===== config.mk =====
export PLATFORM = sky130hd
export DESIGN_NAME = cpu_int_iface
export DESIGN_NICKNAME = d
export VERILOG_FILES = /design/src/rtl/cii_pkg.sv /design/src/rtl/cii_regs.sv /design/src/rtl/cii_qualify.sv /design/src/rtl/cii_prio_stack.sv /design/src/rtl/cpu_int_iface.sv
export SDC_FILE = /design/constraint.sdc
export NUM_CORES = 1
export LEC_CHECK = 0
export ABC_AREA = 1
export BUFFER_PORTS_ARGS = -buffer_cell sky130_fd_sc_hd__buf_2
export CAP_MARGIN = 0
export CELL_PAD_IN_SITES_DETAIL_PLACEMENT = 0
export CELL_PAD_IN_SITES_GLOBAL_PLACEMENT = 1
export CORE_AREA = 3 3 102 104
export CTS_CLUSTER_DIAMETER = 200
export DETAILED_ROUTE_END_ITERATION = 16
export DIE_AREA = 0 0 105 107
export GPL_TIMING_DRIVEN = 0
export PLACE_DENSITY = 0.81
export REMOVE_ABC_BUFFERS = 1
export SYNTH_ARGS = -nofsm -noshare
export SYNTH_HDL_FRONTEND = slang
export SYNTH_SLANG_ARGS = --single-unit

===== constraint.sdc =====
create_clock -name clk -period 3.2 [get_ports clk]
set_input_delay 0.32 -clock clk [delete_from_list [all_inputs] [get_ports clk]]
set_output_delay 0.32 -clock clk [all_outputs]
set_load 0.005 [all_outputs]

===== src/rtl/cii_pkg.sv =====
// Package: shared widths, reserved interrupt numbers and the register word map
// of the per-CPU interrupt interface.
package cii_pkg;
    localparam int ID_W   = 10;
    localparam int PRIO_W = 8;
    localparam int DATA_W = 32;

    localparam logic [ID_W-1:0] SPURIOUS_ID    = 10'd1023;
    localparam logic [ID_W-1:0] FIRST_RESERVED = 10'd1021;

    typedef enum logic [1:0] {
        REG_CTRL  = 2'd0,
        REG_MASK  = 2'd1,
        REG_CLAIM = 2'd2,
        REG_DONE  = 2'd3
    } reg_word_e;
endpackage


===== src/rtl/cii_regs.sv =====
// Module: cii_regs
// Decodes the register port and holds the enable bit and the priority threshold.
// It also flags claim reads and completion writes.
// Assumes that one access arrives per cycle and that reads have no wait state.
module cii_regs
    import cii_pkg::*;
#(
    parameter int ADDR_W = 4
) (
    input  logic              clk,
    input  logic              rst_n,
    input  logic              bus_sel,
    input  logic              bus_wr,
    input  logic [ADDR_W-1:0] bus_addr,
    input  logic [DATA_W-1:0] bus_wdata,
    output logic              ctrl_en,
    output logic [PRIO_W-1:0] mask_q,
    output logic              claim_rd,
    output logic              done_wr,
    output logic [DATA_W-1:0] cfg_rdata
);
    logic hit_ctrl, hit_mask;

    // Word address decode.
    always_comb begin
        hit_ctrl = bus_sel && (bus_addr == ADDR_W'(REG_CTRL));
        hit_mask = bus_sel && (bus_addr == ADDR_W'(REG_MASK));
        claim_rd = bus_sel && !bus_wr && (bus_addr == ADDR_W'(REG_CLAIM));
        done_wr  = bus_sel &&  bus_wr && (bus_addr == ADDR_W'(REG_DONE));
    end

    // Enable bit and threshold storage.
    always_ff @(posedge clk) begin
        if (!rst_n) begin
            ctrl_en <= 1'b0;
            mask_q  <= '0;
        end else if (bus_wr) begin
            if (hit_ctrl) ctrl_en <= bus_wdata[0];
            if (hit_mask) mask_q  <= bus_wdata[PRIO_W-1:0];
        end
    end

    // Readback of the configuration words.
    always_comb begin
        cfg_rdata = '0;
        if (!bus_wr) begin
            if (hit_ctrl) cfg_rdata[0]          = ctrl_en;
            if (hit_mask) cfg_rdata[PRIO_W-1:0] = mask_q;
        end
    end
endmodule


===== src/rtl/cii_qualify.sv =====
// Module: cii_qualify
// Decides whether the distributor's candidate may signal the core or be claimed.
// Assumes that a smaller priority value means more urgent and that the
// running priority is meaningful only while the stack is not empty.
module cii_qualify
    import cii_pkg::*;
(
    input  logic              en,
    input  logic              cand_valid,
    input  logic [ID_W-1:0]   cand_id,
    input  logic [PRIO_W-1:0] cand_prio,
    input  logic [PRIO_W-1:0] mask_q,
    input  logic              stk_empty,
    input  logic              stk_full,
    input  logic [PRIO_W-1:0] run_prio,
    output logic              qualifies
);
    logic id_ok, below_mask, below_run;

    // Each condition on its own, then all of them combined.
    always_comb begin
        id_ok      = cand_id < FIRST_RESERVED;
        below_mask = cand_prio < mask_q;
        below_run  = stk_empty || (cand_prio < run_prio);
        qualifies  = en && cand_valid && id_ok && below_mask && below_run && !stk_full;
    end
endmodule


===== src/rtl/cii_prio_stack.sv =====
// Module: cii_prio_stack
// LIFO of active interrupts: each entry holds a number and its priority.
// The top entry gives the running priority.
// Assumes that push and pop never come together and that the caller
// never pushes when full or pops when empty.
module cii_prio_stack
    import cii_pkg::*;
#(
    parameter int DEPTH = 2,
    localparam int CNT_W = $clog2(DEPTH + 1)
) (
    input  logic              clk,
    input  logic              rst_n,
    input  logic              push,
    input  logic [ID_W-1:0]   push_id,
    input  logic [PRIO_W-1:0] push_prio,
    input  logic              pop,
    output logic [ID_W-1:0]   top_id,
    output logic [PRIO_W-1:0] top_prio,
    output logic              empty,
    output logic              full,
    output logic [CNT_W-1:0]  depth
);
    logic [DEPTH-1:0][ID_W-1:0]   ids;
    logic [DEPTH-1:0][PRIO_W-1:0] prios;

    // Fill level.
    always_ff @(posedge clk) begin
        if (!rst_n)    depth <= '0;
        else if (push) depth <= depth + 1'b1;
        else if (pop)  depth <= depth - 1'b1;
    end

    for (genvar g = 0; g < DEPTH; g++) begin : g_slot
        logic [ID_W-1:0]   s_id;
        logic [PRIO_W-1:0] s_prio;
        // Slot g loads when a push lands on it.
        always_ff @(posedge clk) begin
            if (!rst_n) begin
                s_id   <= '0;
                s_prio <= '0;
            end else if (push && depth == CNT_W'(g)) begin
                s_id   <= push_id;
                s_prio <= push_prio;
            end
        end
        assign ids[g]   = s_id;
        assign prios[g] = s_prio;
    end

    // Select the innermost entry.
    always_comb begin
        top_id   = '0;
        top_prio = '0;
        for (int i = 0; i < DEPTH; i++) begin
            if (depth == CNT_W'(i + 1)) begin
                top_id   = ids[i];
                top_prio = prios[i];
            end
        end
        empty = depth == '0;
        full  = depth == CNT_W'(DEPTH);
    end
endmodule


===== src/rtl/cpu_int_iface.sv =====
// Module: cpu_int_iface (top)
// Per-CPU interrupt interface. It gates the distributor's candidate into the
// request line and serves claim reads and completion writes, each with a
// one-cycle strobe in the access cycle.
// Assumes that the candidate inputs are stable within a cycle.
module cpu_int_iface
    import cii_pkg::*;
#(
    parameter int DEPTH  = 2,
    parameter int ADDR_W = 4,
    localparam int CNT_W = $clog2(DEPTH + 1)
) (
    input  logic              clk,
    input  logic              rst_n,
    input  logic              cand_valid,
    input  logic [9:0]        cand_id,
    input  logic [7:0]        cand_prio,
    input  logic              bus_sel,
    input  logic              bus_wr,
    input  logic [ADDR_W-1:0] bus_addr,
    input  logic [31:0]       bus_wdata,
    output logic [31:0]       bus_rdata,
    output logic              irq_o,
    output logic              ack_stb,
    output logic [9:0]        ack_id,
    output logic              eoi_stb,
    output logic [9:0]        eoi_id
);
    logic              ctrl_en, claim_rd, done_wr, qualifies;
    logic [PRIO_W-1:0] mask_q, run_prio;
    logic [DATA_W-1:0] cfg_rdata;
    logic [ID_W-1:0]   top_id;
    logic              stk_empty, stk_full;
    logic [CNT_W-1:0]  stk_depth;

    cii_regs #(.ADDR_W(ADDR_W)) u_regs (
        .clk(clk), .rst_n(rst_n), .bus_sel(bus_sel), .bus_wr(bus_wr),
        .bus_addr(bus_addr), .bus_wdata(bus_wdata), .ctrl_en(ctrl_en),
        .mask_q(mask_q), .claim_rd(claim_rd), .done_wr(done_wr),
        .cfg_rdata(cfg_rdata)
    );

    cii_qualify u_qual (
        .en(ctrl_en), .cand_valid(cand_valid), .cand_id(cand_id),
        .cand_prio(cand_prio), .mask_q(mask_q), .stk_empty(stk_empty),
        .stk_full(stk_full), .run_prio(run_prio), .qualifies(qualifies)
    );

    cii_prio_stack #(.DEPTH(DEPTH)) u_stack (
        .clk(clk), .rst_n(rst_n), .push(ack_stb), .push_id(cand_id),
        .push_prio(cand_prio), .pop(eoi_stb), .top_id(top_id),
        .top_prio(run_prio), .empty(stk_empty), .full(stk_full),
        .depth(stk_depth)
    );

    // Claim and completion strobes, request line and read data mux.
    always_comb begin
        irq_o     = qualifies;
        ack_stb   = claim_rd && qualifies;
        ack_id    = cand_id;
        eoi_stb   = done_wr && !stk_empty && (bus_wdata[ID_W-1:0] == top_id);
        eoi_id    = top_id;
        bus_rdata = cfg_rdata;
        if (claim_rd)
            bus_rdata = {{(DATA_W-ID_W){1'b0}}, (qualifies ? cand_id : SPURIOUS_ID)};
    end
endmodule


==> results.json, run 1 <==
{
  "timing.hold.worst.start": "bus_wdata[5]",
  "routabilityCongestion": 0.814,
  "wl_per_cell_um": 13.3,
  "yosys_register_bits": 47,
  "die-width_um": 105,
  "data_required_time_at_the_worst_endpoint_ns": 2.88,
  "critical_path.reg2reg.endpoint": "u_stack.g_slot[1].s_prio[0]",
  "row_count": 36,
  "seq_area_frac_synth": 0.289,
  "syn_to_final_growth_pct": 19.2,
  "htree_levels": 2,
  "drt_pass_1_iters": 4,
  "end_kind": "output port",
  "worst_path_maximum_fanout": 7,
  "grt.overflow.total": 0,
  "worstReg2RegStart": "u_stack.depth[1]",
  "diodes": 0,
  "grt_first_pass_wirelength_um": 14200,
  "p_int_uw": 941,
  "total_switching_power_uw": 305,
  "num-nets-final": 644,
  "clkSlewWorstSetupHoldPaths_ns": 0.11,
  "synthTopCellsByArea": "sky130_fd_sc_hd__dfxtp_1 (29%), sky130_fd_sc_hd__nand2_1 (14%), sky130_fd_sc_hd__nor2_1 (8.5%)",
  "dr_total_vias": 3221,
  "cts_hold_repair.buffers": 0,
  "reg2reg_setup_slack_ns": 0.27,
  "via_per_inst": 4.59,
  "fin_ws_ns": 0.158,
  "cts-root-to-sink-buffers": 2,
  "die_h_um": 107,
  "synthesis.area_per_instance_um2": 6.35,
  "skew_pair_late_insertion_delay_ns": 0.32,
  "fmax_mhz": 329,
  "pre_cts_slack_ns": -1.01,
  "max_slew_margin": 0.221,
  "routed_wl_um": 9310,
  "end_of_the_worst_hold_path": "u_regs.mask_q[5]",
  "cts_root_buf": "sky130_fd_sc_hd__clkbuf_8",
  "critPathArrivalTime_ns": 2.72,
  "drv.max_cap_violation_count": 0,
  "most_common_cell_after_layout_fill_and_taps_aside": "sky130_fd_sc_hd__nand2_1",
  "synth.distinct_cells": 30,
  "count_of_buffers_inserted_at_the_top_level_ports": 69,
  "final_period_minus_worst_setup_slack_ns": 3.04,
  "synthesis.instances": 512,
  "finalSetupViolations": 0,
  "power.switching_fraction": 0.245,
  "status": "completed",
  "ir_worst_vdd_mv": 0.164,
  "ioPinCount": 114,
  "power_frac_clock": 0.430,
  "initial_utilization": 0.337,
  "cts_tree": "built",
  "area_of_the_mapped_netlist_mm2": 0.00325,
  "cell_depth_of_the_worst_min_delay_path": 3,
  "synth.top_cell.area_share": 0.289,
  "detailedPlacementHpwl_um": 6360,
  "synthesis.yosys.warnings": 0,
  "drc": 0,
  "timing.final.hold_violations": 0,
  "antenna_found_initial": 0,
  "detail-route-antenna-nets": 0,
  "critPathLaunchType": "register",
  "power.share.sequential": 0.471,
  "pin_count_of_the_biggest_net_entering_global_routing": 48,
  "core_footprint_mm2": 0.00964,
  "power_frac_comb": 0.100,
  "cellPowerDensity_mw_per_mm2": 321,
  "skew_ns": 0.0157,
  "leakagePower_uw": 0.00199,
  "cts_made_buffers": 5,
  "layout_common_cells": "sky130_fd_sc_hd__nand2_1 (122), sky130_fd_sc_hd__nor2_1 (74), sky130_fd_sc_hd__buf_2 (69)",
  "hold_path_class": "in2reg",
  "tightestPinTransition_ns": 1.16,
  "die-area_mm2": 0.0112,
  "cell_depth_of_the_worst_flop_to_flop_path": 17,
  "slew_viol_final": 0,
  "proportion_of_layout_cells_with_a_drive_suffix_above_1": 0.218,
  "fin_crit_sh": 0.951,
  "vias_in_the_first_global_route": 2815,
  "cts_sinks": 47,
  "design_power_total_uw": 1250,
  "synth_area_leader_cell": "sky130_fd_sc_hd__dfxtp_1",
  "detailedRoute.firstIterationViolations": 168,
  "path_class": "reg2out",
  "gr-usage-all-layers": 0.158
}
[cells in the mapped netlist (all sizes together)]
| cell | n |
|---|---|
| inv | 74 |
| o21ai | 43 |
| a211oi | 1 |
| nand2 | 126 |
| conb | 1 |
| xor2 | 1 |
| nor2 | 76 |
| o31ai | 7 |
| nand3 | 18 |
| o211ai | 6 |
| ha | 17 |
| nor3 | 17 |
| and2 | 1 |
| xnor2 | 2 |
| clkinv | 1 |
| nor4 | 1 |
| a21oi | 17 |
| nand4 | 4 |
| buf | 42 |
| dfxtp | 47 |
| clkbuf | 10 |
[worst max-delay path, cell delays in order, from the launching register on]
cell	delay, ns
sky130_fd_sc_hd__dfxtp_2	0.35
sky130_fd_sc_hd__inv_2	0.08
sky130_fd_sc_hd__ha_4	0.16
sky130_fd_sc_hd__clkinvlp_4	0.09
sky130_fd_sc_hd__buf_4	0.17
sky130_fd_sc_hd__o21ai_0	0.13
sky130_fd_sc_hd__o21ai_0	0.10
sky130_fd_sc_hd__ha_1	0.27
sky130_fd_sc_hd__nand2_1	0.08
sky130_fd_sc_hd__nor2_1	0.05
sky130_fd_sc_hd__a211oi_2	0.16
sky130_fd_sc_hd__nand2_2	0.10
sky130_fd_sc_hd__nand2_4	0.15
sky130_fd_sc_hd__nand2_4	0.11
sky130_fd_sc_hd__o21ai_2	0.16
sky130_fd_sc_hd__o31ai_2	0.10
sky130_fd_sc_hd__buf_2	0.14
[routing by layer]
metal,global-route usage,up-vias,share of wire
li1,-,1660,-
met1,0.216,1456,0.47
met2,0.262,99,0.47
met3,0.0253,6,0.054
met4,0.0356,0,0.0041
met5,0,-,0
[flip-flops by register name, indices dropped and copies added, names as in the netlist]
name,count
u_regs.mask_q,8
u_stack.g_slot.s_prio,16
u_stack.depth,2
u_stack.g_slot.s_id,20
u_regs.ctrl_en,1
[kinds of logic after synthesis]
| family | after synthesis | share of synthesized area |
|---|---|---|
| simple gates | 243 | 0.315 |
| other cells | 1 | 0.00115 |
| fa+ha+maj | 17 | 0.0654 |
| compound gates | 74 | 0.130 |
| xor+xnor | 3 | 0.00808 |
| flops | 47 | 0.289 |
| buf+inv | 127 | 0.191 |
[through the flow]
step	area (µm²)	util	instances	hold slack [ns]	TNS [ns]
final	3880	0.402	702	0.278	0
after global routing	3880	0.402	702	0.296	-0.0294
after CTS	3770	0.391	697	0.277	0
after detailed placement	3500	0.363	683	0.464	-29.33
after global placement	3500	0.363	683	0.473	-29.00
after floorplan	2990	-	481	0.439	0
[cell type report]
type	instances	area, µm²
Fill cell	1053	5760
Multi-Input combinational cell	361	1900
Sequential cell	47	943
Timing Repair Buffer	78	429
Inverter	75	302
Tap cell	133	166
Clock buffer	5	68.8
Clock inverter	3	67.6
[power by group through the flow]
stage	clock network, µW	logic [µW]	registers, µW
6_report	535	124	586
5_1_grt	563	139	587
4_1_cts	543	120	587
3_5_place_dp	0	118	600
3_3_place_gp	0	117	600
2_1_floorplan	0	48.4	600
[worst max path at each step]
stage / end / from / depth (start not counted)
2_1_floorplan: bus_rdata[0] / u_stack.depth[1] / 14
3_3_place_gp: bus_rdata[0] / u_stack.depth[1] / 15
3_5_place_dp: bus_rdata[0] / u_stack.depth[1] / 15
4_1_cts: bus_rdata[3] / u_stack.depth[0] / 15
5_1_grt: bus_rdata[6] / u_stack.depth[1] / 18
6_report: bus_rdata[6] / u_stack.depth[1] / 16
[what timing repair did]
item,4_1_cts,5_1_grt
resized for setup,18,30
buffers inserted,5,4
setup endpoints to repair,50,47
pin swaps,0,3
gates cloned,1,1
Note: power is estimated with default switching activity, not from simulation.
==> run 2, diff against run 1 <==
--- a/config.mk
+++ b/config.mk
@@ -10,12 +10,13 @@
 export CAP_MARGIN = 0
 export CELL_PAD_IN_SITES_DETAIL_PLACEMENT = 0
 export CELL_PAD_IN_SITES_GLOBAL_PLACEMENT = 1
-export CORE_AREA = 3 3 102 104
+export CORE_AREA = 3 3 101 103
+export CTS_BUF_LIST = sky130_fd_sc_hd__clkbuf_8
 export CTS_CLUSTER_DIAMETER = 200
 export DETAILED_ROUTE_END_ITERATION = 16
-export DIE_AREA = 0 0 105 107
+export DIE_AREA = 0 0 104 106
 export GPL_TIMING_DRIVEN = 0
-export PLACE_DENSITY = 0.81
+export PLACE_DENSITY = 0.82
 export REMOVE_ABC_BUFFERS = 1
 export SYNTH_ARGS = -nofsm -noshare
 export SYNTH_HDL_FRONTEND = slang
==> results.json, run 2 (same netlist as run 1, synthesis figures left out) <==
{
  "critPathLaunchType": "register",
  "final-instance-count-excl-fill": 696,
  "leakagePower_uw": 0.00200,
  "data_required_time_at_the_worst_endpoint_ns": 2.88,
  "reg2reg_setup_slack_ns": 0.24,
  "num-nets-final": 642,
  "setup-tns-final_ns": 0,
  "path_class": "reg2out",
  "power_frac_clock": 0.335,
  "cts-root-to-sink-buffers": 2,
  "detailedRoute.firstIterationViolations": 180,
  "dr_total_vias": 3232,
  "row_count": 35,
  "tightestPinTransition_ns": 1.19,
  "syn_to_final_growth_pct": 15.8,
  "grt.overflow.total": 0,
  "cts_root_buf": "sky130_fd_sc_hd__clkbuf_8",
  "end_of_the_worst_hold_path": "u_stack.g_slot[0].s_prio[0]",
  "skew_ns": 0.0131,
  "cts_tree": "built",
  "routabilityCongestion": 0.831,
  "worst_path_maximum_fanout": 10,
  "vias_in_the_first_global_route": 2896,
  "cellPowerDensity_mw_per_mm2": 282,
  "hold_path_class": "in2reg",
  "detail-route-antenna-nets": 0,
  "antenna_found_initial": 0,
  "die-width_um": 104,
  "htree_levels": 2,
  "fill_cells": 1038,
  "largest_register_ff_count": 20,
  "diodes": 0,
  "worst_path_max_delay_cell": "sky130_fd_sc_hd__dfxtp_2",
  "clkSlewWorstSetupHoldPaths_ns": 0.09,
  "power_frac_comb": 0.113,
  "status": "completed",
  "cts_made_buffers": 5,
  "cell_depth_of_the_worst_flop_to_flop_path": 16,
  "end_kind": "output port",
  "ir_worst_vdd_mv": 0.157,
  "gr-usage-all-layers": 0.161,
  "wl_per_cell_um": 13.5,
  "top_register": "u_stack.g_slot.s_id",
  "cp_cell_sequence": "inv_2, ha_4, clkinvlp_4, o21ai_2, o21ai_1, ha_1, a21oi_1, nor2_1, a211oi_1, nand2_1, nand2_4, nand2_8, o21ai_1, o31ai_1, buf_2",
  "total_switching_power_uw": 285,
  "rsz0062_at_grt": "no",
  "cts_sinks": 47,
  "worstReg2RegStart": "u_stack.depth[1]",
  "cts_hold_repair.buffers": 0,
  "reg_top3": "u_stack.g_slot.s_id x20, u_stack.g_slot.s_prio x16, u_regs.mask_q x8",
  "timing.final.hold_violations": 0,
  "cell_depth_of_the_worst_min_delay_path": 3,
  "count_of_buffers_inserted_at_the_top_level_ports": 69,
  "p_int_uw": 778,
  "power.share.sequential": 0.552,
  "most_common_cell_after_layout_fill_and_taps_aside": "sky130_fd_sc_hd__nand2_1",
  "core_footprint_mm2": 0.00928,
  "timing.hold.worst.start": "cand_prio[0]",
  "grt_first_pass_wirelength_um": 14500,
  "routed_wl_um": 9390,
  "drt_pass_1_iters": 4,
  "ioPinCount": 114,
  "skew_pair_late_insertion_delay_ns": 0.30,
  "numPlacedInstances": 679,
  "critical_path.most_common_cell": "sky130_fd_sc_hd__o21ai_1",
  "detailedPlacementHpwl_um": 6370,
  "fin_crit_sh": 0.944,
  "layout_common_cells": "sky130_fd_sc_hd__nand2_1 (123), sky130_fd_sc_hd__nor2_1 (74), sky130_fd_sc_hd__buf_2 (69)",
  "die_h_um": 106,
  "slew_viol_final": 0,
  "max_slew_margin": 0.198,
  "via_per_inst": 4.64,
  "drc": 0,
  "finalSetupViolations": 0,
  "critPathArrivalTime_ns": 2.70,
  "critical_path.reg2reg.endpoint": "u_stack.g_slot[1].s_prio[3]",
  "die-area_mm2": 0.0110,
  "pin_count_of_the_biggest_net_entering_global_routing": 48,
  "critPathMaxStageDelay_ns": 0.34,
  "fmax_mhz": 331,
  "drv.max_cap_violation_count": 0,
  "initial_utilization": 0.350,
  "final_period_minus_worst_setup_slack_ns": 3.02,
  "proportion_of_layout_cells_with_a_drive_suffix_above_1": 0.199,
  "power.switching_fraction": 0.268
}
[run 2: cell count changes in the layout (fill, tap and decap cells not counted), moves of 2 or more]
cell,before,now
sky130_fd_sc_hd__o21ai_2,7,4
sky130_fd_sc_hd__o31ai_1,4,7
sky130_fd_sc_hd__nand4_2,0,2
sky130_fd_sc_hd__clkinv_2,0,3
sky130_fd_sc_hd__o31ai_2,3,0
sky130_fd_sc_hd__o21ai_0,20,24
[run 2: layer usage]
metal | GRT usage | routed length (µm) | share of wire | vias to the layer above
li1 | - | - | - | 1664
met1 | 0.222 | 4320 | 0.46 | 1460
met2 | 0.268 | 4350 | 0.46 | 102
met3 | 0.0231 | 649 | 0.069 | 6
met4 | 0.0313 | 76 | 0.0081 | 0
met5 | 0 | 0 | 0 | -
[run 2: stage by stage]
step	utilization	power (µW)	hold WS, ns	setup WS, ns	area (µm²)
CTS	0.398	1080	0.291	0.0230	3690
finish	0.406	1060	0.295	0.180	3770
detailed placement	0.377	718	0.485	-1.10	3500
global route	0.406	1120	0.304	0.00760	3770
floorplan	-	648	0.439	0.139	2990
global placement	0.377	716	0.479	-1.13	3500
[run 2: worst max path at each step]
stage / startpoint / endpoint / slack [ns] / depth (start not counted)
CTS: u_stack.depth[1] / bus_rdata[6] / 0.02 / 15
global placement: u_stack.depth[1] / bus_rdata[0] / -1.13 / 15
global route: u_stack.depth[1] / bus_rdata[4] / 0.008 / 15
finish: u_stack.depth[1] / bus_rdata[4] / 0.18 / 15
detailed placement: u_stack.depth[1] / bus_rdata[0] / -1.10 / 15
floorplan: u_stack.depth[1] / bus_rdata[0] / 0.14 / 14
[run 2: cell type report]
| cell class | count | area [µm²] | share of cell area |
|---|---|---|---|
| multi-input combinational | 362 | 1880 | 0.498 |
| sequential | 47 | 943 | 0.250 |
| timing repair buffer | 75 | 390 | 0.104 |
| inverter | 75 | 312 | 0.0827 |
| tap | 129 | 161 | 0.0428 |
| clock buffer | 5 | 68.8 | 0.0183 |
| clock inverter | 3 | 15.0 | 0.00398 |
[run 2: critical path: cells and delay by family (launching register included)]
family          cells  cell delay, ns
buf+inv             3            0.42
flops               1            0.34
fa+ha+maj           2            0.44
simple gates        4            0.41
compound gates      6            0.79
[run 2: timing repair]
item | CTS | global route
pin swaps | 1 | 2
setup endpoints to repair | 50 | 47
cloned | 1 | 2
gates resized for setup | 15 | 18
buffers inserted | 3 | 3
[run 2: power by group through the flow]
stage | logic, µW | registers (µW) | clock network, µW
after global routing | 136 | 587 | 394
after floorplan | 48.4 | 600 | 0
after CTS | 119 | 586 | 371
after global placement | 116 | 600 | 0
after detailed placement | 117 | 600 | 0
final | 120 | 586 | 356
==> run 3, diff against run 2 <==
--- a/config.mk
+++ b/config.mk
@@ -10,13 +10,13 @@
 export CAP_MARGIN = 0
 export CELL_PAD_IN_SITES_DETAIL_PLACEMENT = 0
 export CELL_PAD_IN_SITES_GLOBAL_PLACEMENT = 1
-export CORE_AREA = 3 3 101 103
+export CORE_AREA = 3 3 119 121
 export CTS_BUF_LIST = sky130_fd_sc_hd__clkbuf_8
 export CTS_CLUSTER_DIAMETER = 200
 export DETAILED_ROUTE_END_ITERATION = 16
-export DIE_AREA = 0 0 104 106
+export DIE_AREA = 0 0 122 124
 export GPL_TIMING_DRIVEN = 0
-export PLACE_DENSITY = 0.82
+export PLACE_DENSITY = 0.62
 export REMOVE_ABC_BUFFERS = 1
 export SYNTH_ARGS = -nofsm -noshare
 export SYNTH_HDL_FRONTEND = slang
==> results.json, run 3 (same netlist as run 1, synthesis figures left out) <==
{
  "worst_path_maximum_fanout": 5,
  "cp.depth": 16,
  "vias_in_the_first_global_route": 2988,
  "end_kind": "output port",
  "cts_tree": "built",
  "leakagePower_uw": 0.00202,
  "data_required_time_at_the_worst_endpoint_ns": 2.88,
  "crit_family": "compound AO/OA/AOI/OAI gates",
  "finalSetupViolations": 0,
  "clkSlewWorstSetupHoldPaths_ns": 0.10,
  "die-area_mm2": 0.0151,
  "detail-route-antenna-nets": 0,
  "antenna_found_initial": 0,
  "detailedPlacementHpwl_um": 7030,
  "num-nets-final": 648,
  "sequential_cell_area_um2": 943,
  "multiInputGateArea_mm2": 0.00192,
  "cts-root-to-sink-buffers": 2,
  "grt.overflow.total": 0,
  "htree_levels": 2,
  "critical_path.reg2reg.endpoint": "u_stack.g_slot[0].s_id[2]",
  "crit_path_start": "u_stack.depth[1]",
  "die_h_um": 124,
  "die-width_um": 122,
  "layout_common_cells": "sky130_fd_sc_hd__nand2_1 (123), sky130_fd_sc_hd__nor2_1 (74), sky130_fd_sc_hd__buf_2 (69)",
  "syn_to_final_growth_pct": 21.6,
  "top_register": "u_stack.g_slot.s_id",
  "worst_path_max_delay_cell": "sky130_fd_sc_hd__dfxtp_2",
  "drt_pass_1_iters": 4,
  "ioPinCount": 114,
  "final_period_minus_worst_setup_slack_ns": 3.02,
  "critPathLaunchType": "register",
  "cell_depth_of_the_worst_flop_to_flop_path": 17,
  "cellPowerDensity_mw_per_mm2": 303,
  "via_per_inst": 4.26,
  "proportion_of_layout_cells_with_a_drive_suffix_above_1": 0.225,
  "critPathArrivalTime_ns": 2.70,
  "detailedRoute.firstIterationViolations": 210,
  "postPlaceCellArea_mm2": 0.00356,
  "numPlacedInstances": 726,
  "count_of_buffers_inserted_at_the_top_level_ports": 69,
  "reg2reg_setup_slack_ns": 0.27,
  "drv.max_cap_violation_count": 0,
  "utilization": 0.300,
  "finalInstanceArea_mm2": 0.00396,
  "wl_per_cell_um": 13.9,
  "routabilityCongestion": 0.768,
  "pin_count_of_the_biggest_net_entering_global_routing": 48,
  "critical_path_buf_inv_count": 4,
  "reg_top3": "u_stack.g_slot.s_id x20, u_stack.g_slot.s_prio x16, u_regs.mask_q x8",
  "tightestPinTransition_ns": 1.30,
  "largest_register_ff_count": 20,
  "setup.worst_path.end": "bus_rdata[5]",
  "grt_first_pass_wirelength_um": 16000,
  "fin_crit_sh": 0.943,
  "timing.final.hold_violations": 0,
  "pre_cts_slack_ns": -1.27,
  "worstReg2RegStart": "u_stack.depth[1]",
  "slew_viol_final": 0,
  "diodes": 0,
  "max_slew_margin": 0.125,
  "dr_total_vias": 3193,
  "gr-usage-all-layers": 0.137,
  "status": "completed",
  "core_footprint_mm2": 0.0132,
  "cp_cell_sequence": "inv_2, ha_4, clkinvlp_4, buf_6, o21ai_0, o21ai_0, ha_1, a21oi_1, nor2_1, a211oi_2, nand2_1, nand2_4, nand2_4, o21ai_2, o31ai_2, buf_2",
  "row_count": 42,
  "fin_worst_hold_slack_ns": 0.274,
  "cts_sinks": 47,
  "fmax_mhz": 331,
  "skew_pair_late_insertion_delay_ns": 0.31,
  "fin_ws_ns": 0.181,
  "final-instance-count-excl-fill": 749,
  "cts_made_buffers": 5,
  "hold_path_class": "in2reg",
  "initial_utilization": 0.247,
  "cts_root_buf": "sky130_fd_sc_hd__clkbuf_8",
  "skew_ns": 0.00699,
  "most_common_cell_after_layout_fill_and_taps_aside": "sky130_fd_sc_hd__nand2_1",
  "critPathMaxStageDelay_ns": 0.33,
  "ir_worst_vdd_mv": 0.175,
  "rsz0062_at_grt": "yes",
  "routed_wl_um": 10400,
  "path_class": "reg2out",
  "cts_hold_repair.buffers": 0,
  "drc": 0,
  "fill_cells": 1455
}
run 3: cell count changes in the layout (fill, tap and decap cells not counted), sizes merged:
cell | previous run | this run
buf | 75 | 81
clkbuf | 5 | 6
clkinv | 4 | 2
inv | 72 | 73
nand2 | 126 | 127
nand4 | 6 | 5
run 3: worst min-delay path by stage:
stage / from / endpoint / cells past startpoint / slack, ns
CTS: cand_prio[0] / u_stack.g_slot[1].s_prio[0] / 3 / 0.27
detailed placement: u_regs.ctrl_en / u_regs.ctrl_en / 2 / 0.46
finish: cand_prio[0] / u_stack.g_slot[1].s_prio[0] / 3 / 0.27
global route: cand_prio[7] / u_stack.g_slot[0].s_prio[7] / 3 / 0.30
floorplan: u_regs.ctrl_en / u_regs.ctrl_en / 2 / 0.44
global placement: u_regs.ctrl_en / u_regs.ctrl_en / 2 / 0.47
run 3: timing repair:
item,in CTS,in global routing
setup buffers,6,6
resized for setup,16,33
pin swaps,1,5
endpoints found under the setup margin,50,47
cloned,1,2
run 3: metal layers:
layer  GRT usage  vias to the layer above  share of wire
met5           0                        -              0
met1       0.189                     1425           0.47
met4      0.0273                        0         0.0071
li1            -                     1677              -
met2       0.229                       83           0.47
met3      0.0182                        8          0.051
run 3: worst register-to-register path: cells and delay by family, from the launching register on:
family / cells / cell delay, ns
and+or+nand+nor: 7 / 1.14
buffers and inverters: 4 / 0.54
adders and majority gates: 2 / 0.34
AOI/OAI and AO/OA: 4 / 0.55
DFF: 1 / 0.33
run 3: cell type report:
type | count | share of cell area
multi-input cells | 362 | 0.486
flip-flops and latches | 47 | 0.238
repair buffers | 81 | 0.114
inverters | 75 | 0.0762
well taps | 176 | 0.0557
clock buffers | 6 | 0.0209
clock inverters | 2 | 0.00886
run 3: report_power, final:
| group | total, µW | switching (µW) | leakage (µW) | internal (µW) |
|---|---|---|---|---|
| registers | 587 | 0.622 | 0.000380 | 586 |
| clock network | 487 | 234 | 0.0000612 | 254 |
| logic | 126 | 82.9 | 0.00158 | 42.7 |
run 3: per-stage QoR:
step | setup TNS, ns | total power, µW
after floorplan | 0 | 648
after global routing | -0.0239 | 1250
final | 0 | 1200
after detailed placement | -39.06 | 722
after CTS | 0 | 1210
after global placement | -37.07 | 721
